<file path="config.mk">
export PLATFORM = sky130hd
export DESIGN_NAME = hp_event_block
export DESIGN_NICKNAME = d
export VERILOG_FILES = /design/src/rtl/hp_pkg.sv /design/src/rtl/gpe_regs.sv /design/src/rtl/cpu_presence.sv /design/src/rtl/slot_tracker.sv /design/src/rtl/hp_event_block.sv
export SDC_FILE = /design/constraint.sdc
export NUM_CORES = 1
export LEC_CHECK = 0
export BUFFER_PORTS_ARGS = -buffer_cell sky130_fd_sc_hd__buf_4
export CAP_MARGIN = 20
export CORE_MARGIN = 10
export CORE_UTILIZATION = 41
export DETAILED_ROUTE_END_ITERATION = 10
export MAX_ROUTING_LAYER = met4
export PLACE_DENSITY = 0.68
export SLEW_MARGIN = 20
export SYNTH_ARGS = -nofsm -noshare
export SYNTH_HDL_FRONTEND = slang
export SYNTH_SLANG_ARGS = --single-unit
</file>
<file path="constraint.sdc">
create_clock -name clk -period 2.7 [get_ports clk]
set_clock_uncertainty 0.2 [all_clocks]
set_input_delay 0.405 -clock clk [delete_from_list [all_inputs] [get_ports clk]]
set_output_delay 0.405 -clock clk [all_outputs]
set_load 0.01 [all_outputs]
</file>
<file path="src/rtl/hp_pkg.sv">
package hp_pkg;

    localparam int GPE_SLOT_BIT = 1;
    localparam int GPE_CPU_BIT  = 2;
    localparam logic [15:0] GPE_IRQ_MASK = 16'h0006;

    typedef enum logic [1:0] {
        GB_STS_LO = 2'd0,
        GB_STS_HI = 2'd1,
        GB_EN_LO  = 2'd2,
        GB_EN_HI  = 2'd3
    } gpe_byte_e;

    typedef enum logic [1:0] {
        WA_INS   = 2'd0,
        WA_REM   = 2'd1,
        WA_EJECT = 2'd2,
        WA_RMV   = 2'd3
    } word_reg_e;

    function automatic logic [15:0] evt_set_vec(input logic cpu, input logic slot);
        logic [15:0] v;
        v = '0;
        v[GPE_CPU_BIT]  = cpu;
        v[GPE_SLOT_BIT] = slot;
        return v;
    endfunction

endpackage

</file>
<file path="src/rtl/gpe_regs.sv">
module gpe_regs
    import hp_pkg::*;
(
    input  logic       clk,
    input  logic       rst,
    input  logic       wr,
    input  gpe_byte_e  sel,
    input  logic [7:0] wdata,
    input  logic       set_cpu,
    input  logic       set_slot,
    output logic [7:0] rdata,
    output logic       irq
);
    logic [15:0] sts, en, sts_nxt, en_nxt, clr;

    always_comb begin
        clr    = '0;
        en_nxt = en;
        if (wr) begin
            case (sel)
                GB_STS_LO: clr[7:0]    = wdata;
                GB_STS_HI: clr[15:8]   = wdata;
                GB_EN_LO:  en_nxt[7:0] = wdata;
                GB_EN_HI:  en_nxt[15:8] = wdata;
                default: ;
            endcase
        end
        sts_nxt = (sts & ~clr) | evt_set_vec(set_cpu, set_slot);
    end

    always_ff @(posedge clk) begin
        if (rst) begin
            sts <= '0;
            en  <= '0;
        end else begin
            sts <= sts_nxt;
            en  <= en_nxt;
        end
    end

    always_comb begin
        case (sel)
            GB_STS_LO: rdata = sts[7:0];
            GB_STS_HI: rdata = sts[15:8];
            GB_EN_LO:  rdata = en[7:0];
            default:   rdata = en[15:8];
        endcase
    end

    assign irq = |(sts & en & GPE_IRQ_MASK);


    cpu_evt_sets_chk: assert property (@(posedge clk) disable iff (rst)
        set_cpu |=> sts[GPE_CPU_BIT]);


    sts_half_clear_chk: assert property (@(posedge clk) disable iff (rst)
        (wr && sel == GB_STS_LO && !set_cpu && !set_slot)
        |=> (sts[15:8] == $past(sts[15:8])) && ((sts[7:0] & $past(wdata)) == 8'h00));


    irq_needs_enable_chk: assert property (@(posedge clk) disable iff (rst)
        (en[2:1] == 2'b00) |-> !irq);

endmodule

</file>
<file path="src/rtl/cpu_presence.sv">
module cpu_presence #(
    parameter int CPU_MAX   = 256,
    parameter int BOOT_CPUS = 11,
    localparam int ID_W    = $clog2(CPU_MAX),
    localparam int NBYTES  = CPU_MAX / 8,
    localparam int BYTE_W  = $clog2(NBYTES)
) (
    input  logic              clk,
    input  logic              rst,
    input  logic              evt,
    input  logic              add,
    input  logic [ID_W-1:0]   id,
    input  logic [BYTE_W-1:0] byte_idx,
    output logic [7:0]        rdata
);
    logic [CPU_MAX-1:0] map;

    function automatic logic [CPU_MAX-1:0] boot_map();
        logic [CPU_MAX-1:0] m;
        for (int i = 0; i < CPU_MAX; i++) m[i] = (i < BOOT_CPUS);
        return m;
    endfunction

    always_ff @(posedge clk) begin
        if (rst) map <= boot_map();
        else if (evt) map[id] <= add;
    end

    assign rdata = map[8*byte_idx +: 8];


    cpu_add_chk: assert property (@(posedge clk) disable iff (rst)
        (evt && add) |=> map[$past(id)]);


    cpu_remove_chk: assert property (@(posedge clk) disable iff (rst)
        (evt && !add) |=> !map[$past(id)]);

endmodule

</file>
<file path="src/rtl/slot_tracker.sv">
module slot_tracker
    import hp_pkg::*;
#(
    parameter int SLOTS = 32,
    parameter logic [SLOTS-1:0] NONREMOVABLE = '0,
    localparam int SLOT_W = $clog2(SLOTS)
) (
    input  logic              clk,
    input  logic              rst,
    input  logic              evt,
    input  logic              add,
    input  logic              cold,
    input  logic [SLOT_W-1:0] slot,
    input  logic              wr,
    input  word_reg_e         waddr,
    input  logic [SLOTS-1:0]  wdata,
    output logic [SLOTS-1:0]  rdata,
    output logic              set_sts,
    output logic              ej_vld,
    output logic [SLOT_W-1:0] ej_slot
);
    logic [SLOTS-1:0] ins, rem;
    logic             hot;

    function automatic logic [SLOT_W-1:0] lowest_set(input logic [SLOTS-1:0] v);
        logic [SLOT_W-1:0] r;
        r = '0;
        for (int i = SLOTS - 1; i >= 0; i--) if (v[i]) r = SLOT_W'(i);
        return r;
    endfunction

    assign hot     = evt && !cold;
    assign set_sts = hot;

    always_ff @(posedge clk) begin
        if (rst) begin
            ins     <= '0;
            rem     <= '0;
            ej_vld  <= 1'b0;
            ej_slot <= '0;
        end else begin
            if (hot) begin
                ins <= add  ? (SLOTS'(1) << slot) : '0;
                rem <= !add ? (SLOTS'(1) << slot) : '0;
            end else if (wr && waddr == WA_INS) begin
                ins <= wdata;
            end else if (wr && waddr == WA_REM) begin
                rem <= wdata;
            end
            ej_vld  <= wr && (waddr == WA_EJECT) && (|wdata);
            ej_slot <= lowest_set(wdata);
        end
    end

    always_comb begin
        case (waddr)
            WA_INS:   rdata = ins;
            WA_REM:   rdata = rem;
            WA_EJECT: rdata = '0;
            default:  rdata = ~NONREMOVABLE;
        endcase
    end


    hot_insert_chk: assert property (@(posedge clk) disable iff (rst)
        (evt && !cold && add) |=> (ins == (SLOTS'(1) << $past(slot))) && (rem == '0));


    cold_ignored_chk: assert property (@(posedge clk) disable iff (rst)
        (evt && cold && !wr) |=> $stable(ins) && $stable(rem));


    eject_zero_chk: assert property (@(posedge clk) disable iff (rst)
        (wr && waddr == WA_EJECT && wdata == '0) |=> !ej_vld);


    eject_cause_chk: assert property (@(posedge clk) disable iff (rst)
        ej_vld |-> $past(wr) && ($past(waddr) == WA_EJECT));

endmodule

</file>
<file path="src/rtl/hp_event_block.sv">
module hp_event_block
    import hp_pkg::*;
#(
    parameter int CPU_MAX   = 256,
    parameter int BOOT_CPUS = 11,
    parameter int SLOTS     = 32,
    parameter logic [SLOTS-1:0] NONREMOVABLE = 32'h0000_0081,
    localparam int ID_W   = $clog2(CPU_MAX),
    localparam int BYTE_W = $clog2(CPU_MAX / 8),
    localparam int SLOT_W = $clog2(SLOTS)
) (
    input  logic              clk,
    input  logic              rst,
    input  logic              bwr,
    input  logic [BYTE_W:0]   baddr,
    input  logic [7:0]        bwdata,
    output logic [7:0]        brdata,
    input  logic              wwr,
    input  logic [1:0]        waddr,
    input  logic [SLOTS-1:0]  wwdata,
    output logic [SLOTS-1:0]  wrdata,
    input  logic              cpu_evt,
    input  logic              cpu_add,
    input  logic [ID_W-1:0]   cpu_id,
    input  logic              slot_evt,
    input  logic              slot_add,
    input  logic              slot_cold,
    input  logic [SLOT_W-1:0] slot_id,
    output logic              gpe_irq,
    output logic              eject_vld,
    output logic [SLOT_W-1:0] eject_slot
);
    logic       in_presence;
    logic [7:0] gpe_byte, pres_byte;
    logic       slot_set;

    assign in_presence = baddr[BYTE_W];

    slot_tracker #(.SLOTS(SLOTS), .NONREMOVABLE(NONREMOVABLE)) u_slots (
        .clk(clk), .rst(rst),
        .evt(slot_evt), .add(slot_add), .cold(slot_cold), .slot(slot_id),
        .wr(wwr), .waddr(word_reg_e'(waddr)), .wdata(wwdata), .rdata(wrdata),
        .set_sts(slot_set), .ej_vld(eject_vld), .ej_slot(eject_slot)
    );

    gpe_regs u_gpe (
        .clk(clk), .rst(rst),
        .wr(bwr && !in_presence), .sel(gpe_byte_e'(baddr[1:0])), .wdata(bwdata),
        .set_cpu(cpu_evt), .set_slot(slot_set),
        .rdata(gpe_byte), .irq(gpe_irq)
    );

    cpu_presence #(.CPU_MAX(CPU_MAX), .BOOT_CPUS(BOOT_CPUS)) u_cpus (
        .clk(clk), .rst(rst),
        .evt(cpu_evt), .add(cpu_add), .id(cpu_id),
        .byte_idx(baddr[BYTE_W-1:0]), .rdata(pres_byte)
    );

    assign brdata = in_presence ? pres_byte : gpe_byte;


    reset_quiet_chk: assert property (@(posedge clk)
        rst |=> !gpe_irq && !eject_vld);

endmodule

</file>
==> results.md, run 1 <==
| Quantity | Reported |
| --- | --- |
| Core outline area | 41,900 um^2 |
| Tot Pwr | 12.3 mW |
| Post-placement cell area | 18,600 um^2 |
| GRT met2 Usage | 0.360 |
| IR drop worst, VDD | 0.407 mV |
| Area of the mapped netlist | 17,300 um^2 |
| CTS buffer count | 39 |
| Global routing met1 resource utilization | 0.287 |
| Area overhead of the layout relative to synthesis | 17.2% |
| Post-detailed-placement half-perimeter wirelength | 38,100 um |
| Peak clock frequency supported by timing | 368 MHz |
| Count of clock tree sinks | 358 |
| Initial core utilization | 0.414 |
| CP Data Required Time | 2.10 ns |
| CTS tree | done |
| Most heavily used metal layer in global routing | met2 |
| Post-layout min period | 2.72 ns |
| Arrival time worst endpoint | 2.11 ns |
| IO buf count | 116 |
| Max-capacitance violation count | 0 |
| Gr ovfl total | 0 |
| Critical Path Start | u_cpus.map[165] |
| Leakage power | 6.83 nW |
| Share of the synthesized area in the top cell type | 0.413 |
| Std-Cell Rows | 75 |
| Number of vias in the routed layout | 17,100 |
| Max Transition Viols Final | 0 |
| Wire length of the first global-routing pass | 91,400 um |
| Final setup viols | 2 |
| Worst-skew pair later-pin latency | 0.53 ns |
| Final Instance Area | 20,300 um^2 |
| Final critical-path share of the clock period | 1.01 |
| Power per cell area | 606 nW/um^2 |
| Failing checks | negative setup slack |
| Antenna violations before repair | 1 |
| Remaining design rule violation count | 0 |
| Number of global-route vias before repair | 16,500 |
| Top Ports | 117 |
| Post-synthesis sequential element count | 358 |
| Clock transition at the registers of the reported paths | 0.06 ns |
| Outcome | complete, but fails checks |
| Detailed router's first-iteration violation count | 2,082 |
| Crit path setup slack, layout | -0.0150 ns |
| Drt pass-1 iters | 7 |
| Synthesized net count | 2,222 |
| Worst Path Max Fanout | 2 |
| Die outline height | 226 um |
| Share of final-layout standard cells stronger than drive strength 1 | 0.180 |
| Sequential element share of the synthesized area | 0.413 |
| Library cell with the largest summed area after synthesis | dfxtp_1 |
| Number of routed nets with antenna violations | 0 |
| Net count of the finished layout | 2,241 |
| Hold path startpoint | rst |
| Average footprint of a synthesized cell | 8.05 um^2 |
| Final GP Congestion | 0.922 |
| Launch instance of the worst register-to-register path | u_cpus.map[69] |
| Pin count of the biggest net entering global routing | 149 |
| Worst Max-Slew Pin Slew | 0.823 ns |
| Area enclosed by the die boundary | 50,900 um^2 |
| Setup crit end kind | output pin |
| Grt met3 use | 0.0358 |
| Yosys warns | 0 |
| Type of the worst setup path | register to output pin |
| Per-cell via count in the routed design | 6.24 |
| H-tree depth reported by CTS | 2 |
| WL/cell | 21.4 um |
| Number of standard cells after synthesis | 2,152 |
| Buffers from clock root to sink, at most | 3 |
| Unrepaired setup endpoints after global routing | true |
| Cell chosen for the clock root | clkbuf_16 |
| DRT Wirelength | 58,700 um |
| Ranking of synthesized cells by area | dfxtp_1, o21ai_0, mux4_2 |
| Final Core Density | 0.486 |
| Worst-case headroom to the max-slew limit | 0.451 |
| Count of unique library cells instantiated by Yosys | 46 |
| Kind of start point of the critical path | register |
| Hold Fails Final Rpt | 0 |
| Die X-Extent | 226 um |
| Type of the worst min-delay path | input pin to register |
| Overall Global Routing Usage | 0.229 |
layer usage:
| layer | up-vias | routed length (um) |
|---|---|---|
| met2 | 939 | 27500 |
| li1 | 7766 | - |
| met5 | - | 0 |
| met1 | 8224 | 24200 |
| met3 | 161 | 4710 |
| met4 | 0 | 2270 |
through the flow:
| step | setup TNS (ns) | worst slack, ns | hold slack [ns] | std cells |
|---|---|---|---|---|
| 2_1_floorplan | 0 | 0.409 | 0.224 | 2152 |
| 3_3_place_gp | -0.953 | -0.177 | 0.233 | 2657 |
| 3_5_place_dp | -1.15 | -0.223 | 0.241 | 2657 |
| 4_1_cts | -0.0185 | -0.00935 | 0.00284 | 2736 |
| 5_1_grt | -0.395 | -0.0821 | 0.0323 | 2737 |
| 6_report | -0.0239 | -0.0150 | 0.0148 | 2737 |
layout make-up:
| cell class | count | area (um^2) |
|---|---|---|
| antenna | 1 | 2.50 |
| clock buffer | 59 | 1240 |
| clock inverter | 8 | 115 |
| fill | 3959 | 21500 |
| inverter | 7 | 26.3 |
| multi-input combinational | 1557 | 9310 |
| sequential | 358 | 7170 |
| tap | 539 | 674 |
| timing repair buffer | 208 | 1780 |
registers in the layout, indices dropped and copies added (netlist names):
name             cells
u_cpus.map         256
u_slots.ej_slot      5
u_gpe.sts           16
u_slots.rem         32
u_slots.ej_vld       1
u_gpe.en            16
u_slots.ins         32
logic make-up (layout without fill, tap and decap cells):
family / after synthesis / in the layout / share of synthesized area
other: 0 / 1 / 0
and+or+nand+nor: 710 / 710 / 0.192
buffers and inverters: 237 / 282 / 0.0606
AOI/OAI and AO/OA: 773 / 773 / 0.239
muxes: 74 / 74 / 0.0947
DFF: 358 / 358 / 0.413
path summary, 6_finish.rpt:
kind                                         to  slack [ns]  cells past startpoint
worst max-delay path                  brdata[5]       -0.02                      6
worst min-delay path            u_slots.ins[15]        0.01                      2
worst max register to register   u_cpus.map[69]        1.73                      2
worst min register to register    u_gpe.sts[13]        0.25                      2
worst max-delay path, stage by stage, from the launching register on:
cell	delay, ns
dfxtp_1	0.34
mux4_2	0.46
a22oi_1	0.18
nand2_2	0.13
a21oi_4	0.22
a21oi_2	0.10
buf_4	0.16
report_power, final:
part | switching [mW] | total, mW | internal, mW
sequential | 0.0452 | 5.42 | 5.37
clock | 2.21 | 5.66 | 3.45
combinational | 0.814 | 1.25 | 0.434
total | 3.07 | 12.3 | 9.26
synth_stat cells, drive strengths merged:
cell type and instances:
dfxtp 358, o21ai 356, a21oi 310, nand3 259, nand2 208, clkbuf 166, nor2 139, mux4 72
buf 64, o211ai 64, a22oi 32, nand2b 20, nor2b 18, and3 17, nand3b 13, nor3 13
nor4 8, inv 7, and2 3, or4 3, a2111oi 2, a31oi 2, mux2i 2, nand4 2
o31ai 2, or3 2, a211oi 1, a22o 1, a31o 1, and2b 1, and3b 1, nor3b 1
o221ai 1, o311ai 1, or2 1, or4b 1
layout by cell type (no fill, tap or decap), types with 41 or more instances in the layout:
| cell | n |
|---|---|
| buf_4 | 179 |
| nor2_1 | 133 |
| nand2_1 | 200 |
| mux4_2 | 72 |
| a21oi_1 | 298 |
| clkbuf_16 | 41 |
| nand3_1 | 259 |
| dfxtp_1 | 352 |
| o211ai_1 | 64 |
| o21ai_0 | 354 |
what timing repair did:
| action | CTS | global route |
|---|---|---|
| cloned | 2 | 0 |
| resized for setup | 37 | 20 |
| buffers inserted | 0 | 0 |
| endpoints found under the hold margin | 32 | 0 |
| hold buffers | 12 | 0 |
| pin swaps | 25 | 13 |
| endpoints found under the setup margin | 8 | 8 |
(Power assumes the default switching activity.)
==> inputs of run 2 (changes only) <==
Settings changed: ABC_AREA from default to 1.
==> results.md, run 2 <==
| Quantity | Reported |
| --- | --- |
| Outcome | finished clean |
| Synthesized net count | 2,439 |
| CP Cell Sequence | buf_4, inv_1, nor2_4, buf_12, buf_4, a22oi_1, nand3_1, nand3_1, nand3_1, nand3_1, o21ai_0, buf_4 |
| CP Data Required Time | 2.10 ns |
| Final setup viols | 0 |
| Max-capacitance violation count | 0 |
| Most common flop cell mapped by yosys | dfxtp_1 |
| Most numerous cell on the critical path | nand3_1 |
| Worst-skew pair later-pin latency | 0.57 ns |
| Sequential element share of the synthesized area | 0.426 |
| Std-Cell Rows | 74 |
| Remaining design rule violation count | 0 |
| EDFF count, synth | 0 |
| Setup crit end kind | output pin |
| Post-detailed-placement half-perimeter wirelength | 39,400 um |
| Place WS | 0.0453 ns |
| Share of final-layout standard cells stronger than drive strength 1 | 0.114 |
| Fraction of registers with async set or reset after synthesis | 0 |
| Count of unique library cells instantiated by Yosys | 27 |
| Core outline area | 40,600 um^2 |
| Buffers from clock root to sink, at most | 3 |
| Most frequent cells in the layout | dfxtp_1, nor3_1, a21oi_1 |
| Power per cell area | 616 nW/um^2 |
| Type of the worst min-delay path | input pin to register |
| Post-CTS setup repair buffer count | 0 |
| H-tree depth reported by CTS | 2 |
| Count of clock tree sinks | 358 |
| Antenna violations before repair | 0 |
| Number of routed nets with antenna violations | 0 |
| Slowest library cell on the worst path | nand3_1 |
| Tot Pwr | 12.4 mW |
| Final Core Density | 0.497 |
| Type of the worst setup path | input pin to output pin |
| Drt pass-1 iters | 6 |
| Hold Fails Final Rpt | 0 |
| Filler Cells Inserted | 3,848 |
| Initial core utilization | 0.414 |
| Share of the synthesized area in the top cell type | 0.426 |
| CTS tree | done |
| Ant diodes | 0 |
| Most frequent cell after synthesis | dfxtp_1 |
| Post-layout min period | 2.69 ns |
| DRT Wirelength | 62,100 um |
| Area of the mapped netlist | 16,800 um^2 |
| Net count of the finished layout | 2,519 |
| Gr ovfl total | 0 |
| Detailed router's first-iteration violation count | 2,234 |
| IO buf count | 116 |
| XOR/XNOR share of the synthesized area | 0 |
| Wire length of the first global-routing pass | 97,000 um |
| Worst Path Max Fanout | 13 |
| Clock transition at the registers of the reported paths | 0.05 ns |
| Unrepaired setup endpoints after global routing | true |
| Overall Global Routing Usage | 0.243 |
| Leading registers by flop count | u_cpus.map x256, u_slots.ins x32, u_slots.rem x32 |
| Final GP Congestion | 0.934 |
| Per-cell via count in the routed design | 6.16 |
| CTS buffer count | 40 |
| WL/cell | 20.7 um |
| Post-Route Setup TNS | 0 ns |
| Worst-case headroom to the max-slew limit | 0.428 |
| Adder-Cell Fraction of Synth Area | 0 |
| Ranking of synthesized cells by area | dfxtp_1, nor3_1, a21oi_1 |
| Multiplexer area fraction after synthesis | 0 |
| Area overhead of the layout relative to synthesis | 20.2% |
| Largest reg by FF count | u_cpus.map |
| Synthesized-area fraction occupied by ao, oa, aoi and oai cells | 0.239 |
| Area enclosed by the die boundary | 49,500 um^2 |
| Worst Max-Slew Pin Slew | 0.857 ns |
| Main combinational cell family by area after synthesis | simple AND/OR/NAND/NOR gates |
| Post-synth top cells | dfxtp_1, nor3_1, a21oi_1 |
| Cell chosen for the clock root | clkbuf_16 |
| Number of global-route vias before repair | 17,700 |
| IR drop worst, VDD | 0.507 mV |
| Die outline height | 223 um |
| Post-synthesis sequential element count | 358 |
| Library cell with the largest summed area after synthesis | dfxtp_1 |
| Leakage power | 7.03 nW |
| Max Transition Viols Final | 0 |
| Most common cell after layout, fill and taps aside | dfxtp_1 |
| Average footprint of a synthesized cell | 7.10 um^2 |
| Number of standard cells after synthesis | 2,369 |
| Crit path setup slack, layout | 0.0137 ns |
| Top Ports | 117 |
| Kind of start point of the critical path | input pin |
| Die X-Extent | 223 um |
| Arrival time worst endpoint | 2.08 ns |
| Number of vias in the routed layout | 18,500 |
| Final critical-path share of the clock period | 0.995 |
| Max FFs per register | 256 |
| Pin count of the biggest net entering global routing | 113 |
| Worst path max stage delay | 0.20 ns |
| Yosys warns | 0 |
| Peak clock frequency supported by timing | 372 MHz |
| Simple-gate area share of the yosys netlist | 0.255 |
==> run 2: routing by layer <==
layer	track usage	vias to the layer above	wire [um]
met4	0.108	0	2320
li1	-	8512	-
met1	0.304	8714	25000
met5	-	-	0
met3	0.0412	176	6270
met2	0.377	1086	28500
==> run 2: final timing paths <==
kind                   startpoint            endpoint  cells after the start  slack, ns
setup / recovery         baddr[1]           brdata[6]                     12       0.01
hold / removal         wwdata[20]  u_slots.ej_slot[3]                      4       0.04
setup reg to reg  u_cpus.map[134]     u_cpus.map[134]                      2       1.80
hold reg to reg     u_gpe.sts[12]       u_gpe.sts[12]                      2       0.25
==> run 2: logic make-up (layout without fill, tap and decap cells) <==
| family | after synthesis | after routing |
|---|---|---|
| simple gates | 943 | 943 |
| flops | 358 | 358 |
| buf+inv | 357 | 459 |
| compound gates | 711 | 711 |
==> run 2: final cells by class <==
class | instances | area [um^2] | area share
multi-input combinational | 1654 | 8360 | 0.414
sequential | 358 | 7170 | 0.355
timing repair buffer | 247 | 2140 | 0.106
clock buffer | 56 | 1130 | 0.0560
tap | 532 | 666 | 0.0329
inverter | 148 | 556 | 0.0275
clock inverter | 8 | 194 | 0.00960
==> run 2: what timing repair did <==
| item | CTS | global route |
|---|---|---|
| resized for setup | 0 | 9 |
| hold buffers | 40 | 0 |
| endpoints found under the hold margin | 75 | 0 |
| endpoints found under the setup margin | 0 | 8 |
==> run 2: where the power goes <==
| part | internal, mW | total [mW] | switching [mW] |
|---|---|---|---|
| logic | 0.429 | 1.32 | 0.889 |
| registers | 5.38 | 5.42 | 0.0441 |
| clock network | 3.47 | 5.70 | 2.23 |
==> run 2: critical path: cells and delay by family <==
family	cells	cell delay (ns)
compound gates	2	0.29
buf+inv	5	0.72
simple gates	5	0.65
==> run 2: through the flow <==
step	hold WS, ns	cell area, um^2	cells
3_3_place_gp	0.235	18500	2900
2_1_floorplan	0.224	16800	2369
3_5_place_dp	0.241	18500	2900
4_1_cts	0.0104	20200	3004
6_report	0.0379	20200	3003
5_1_grt	0.0510	20200	3003
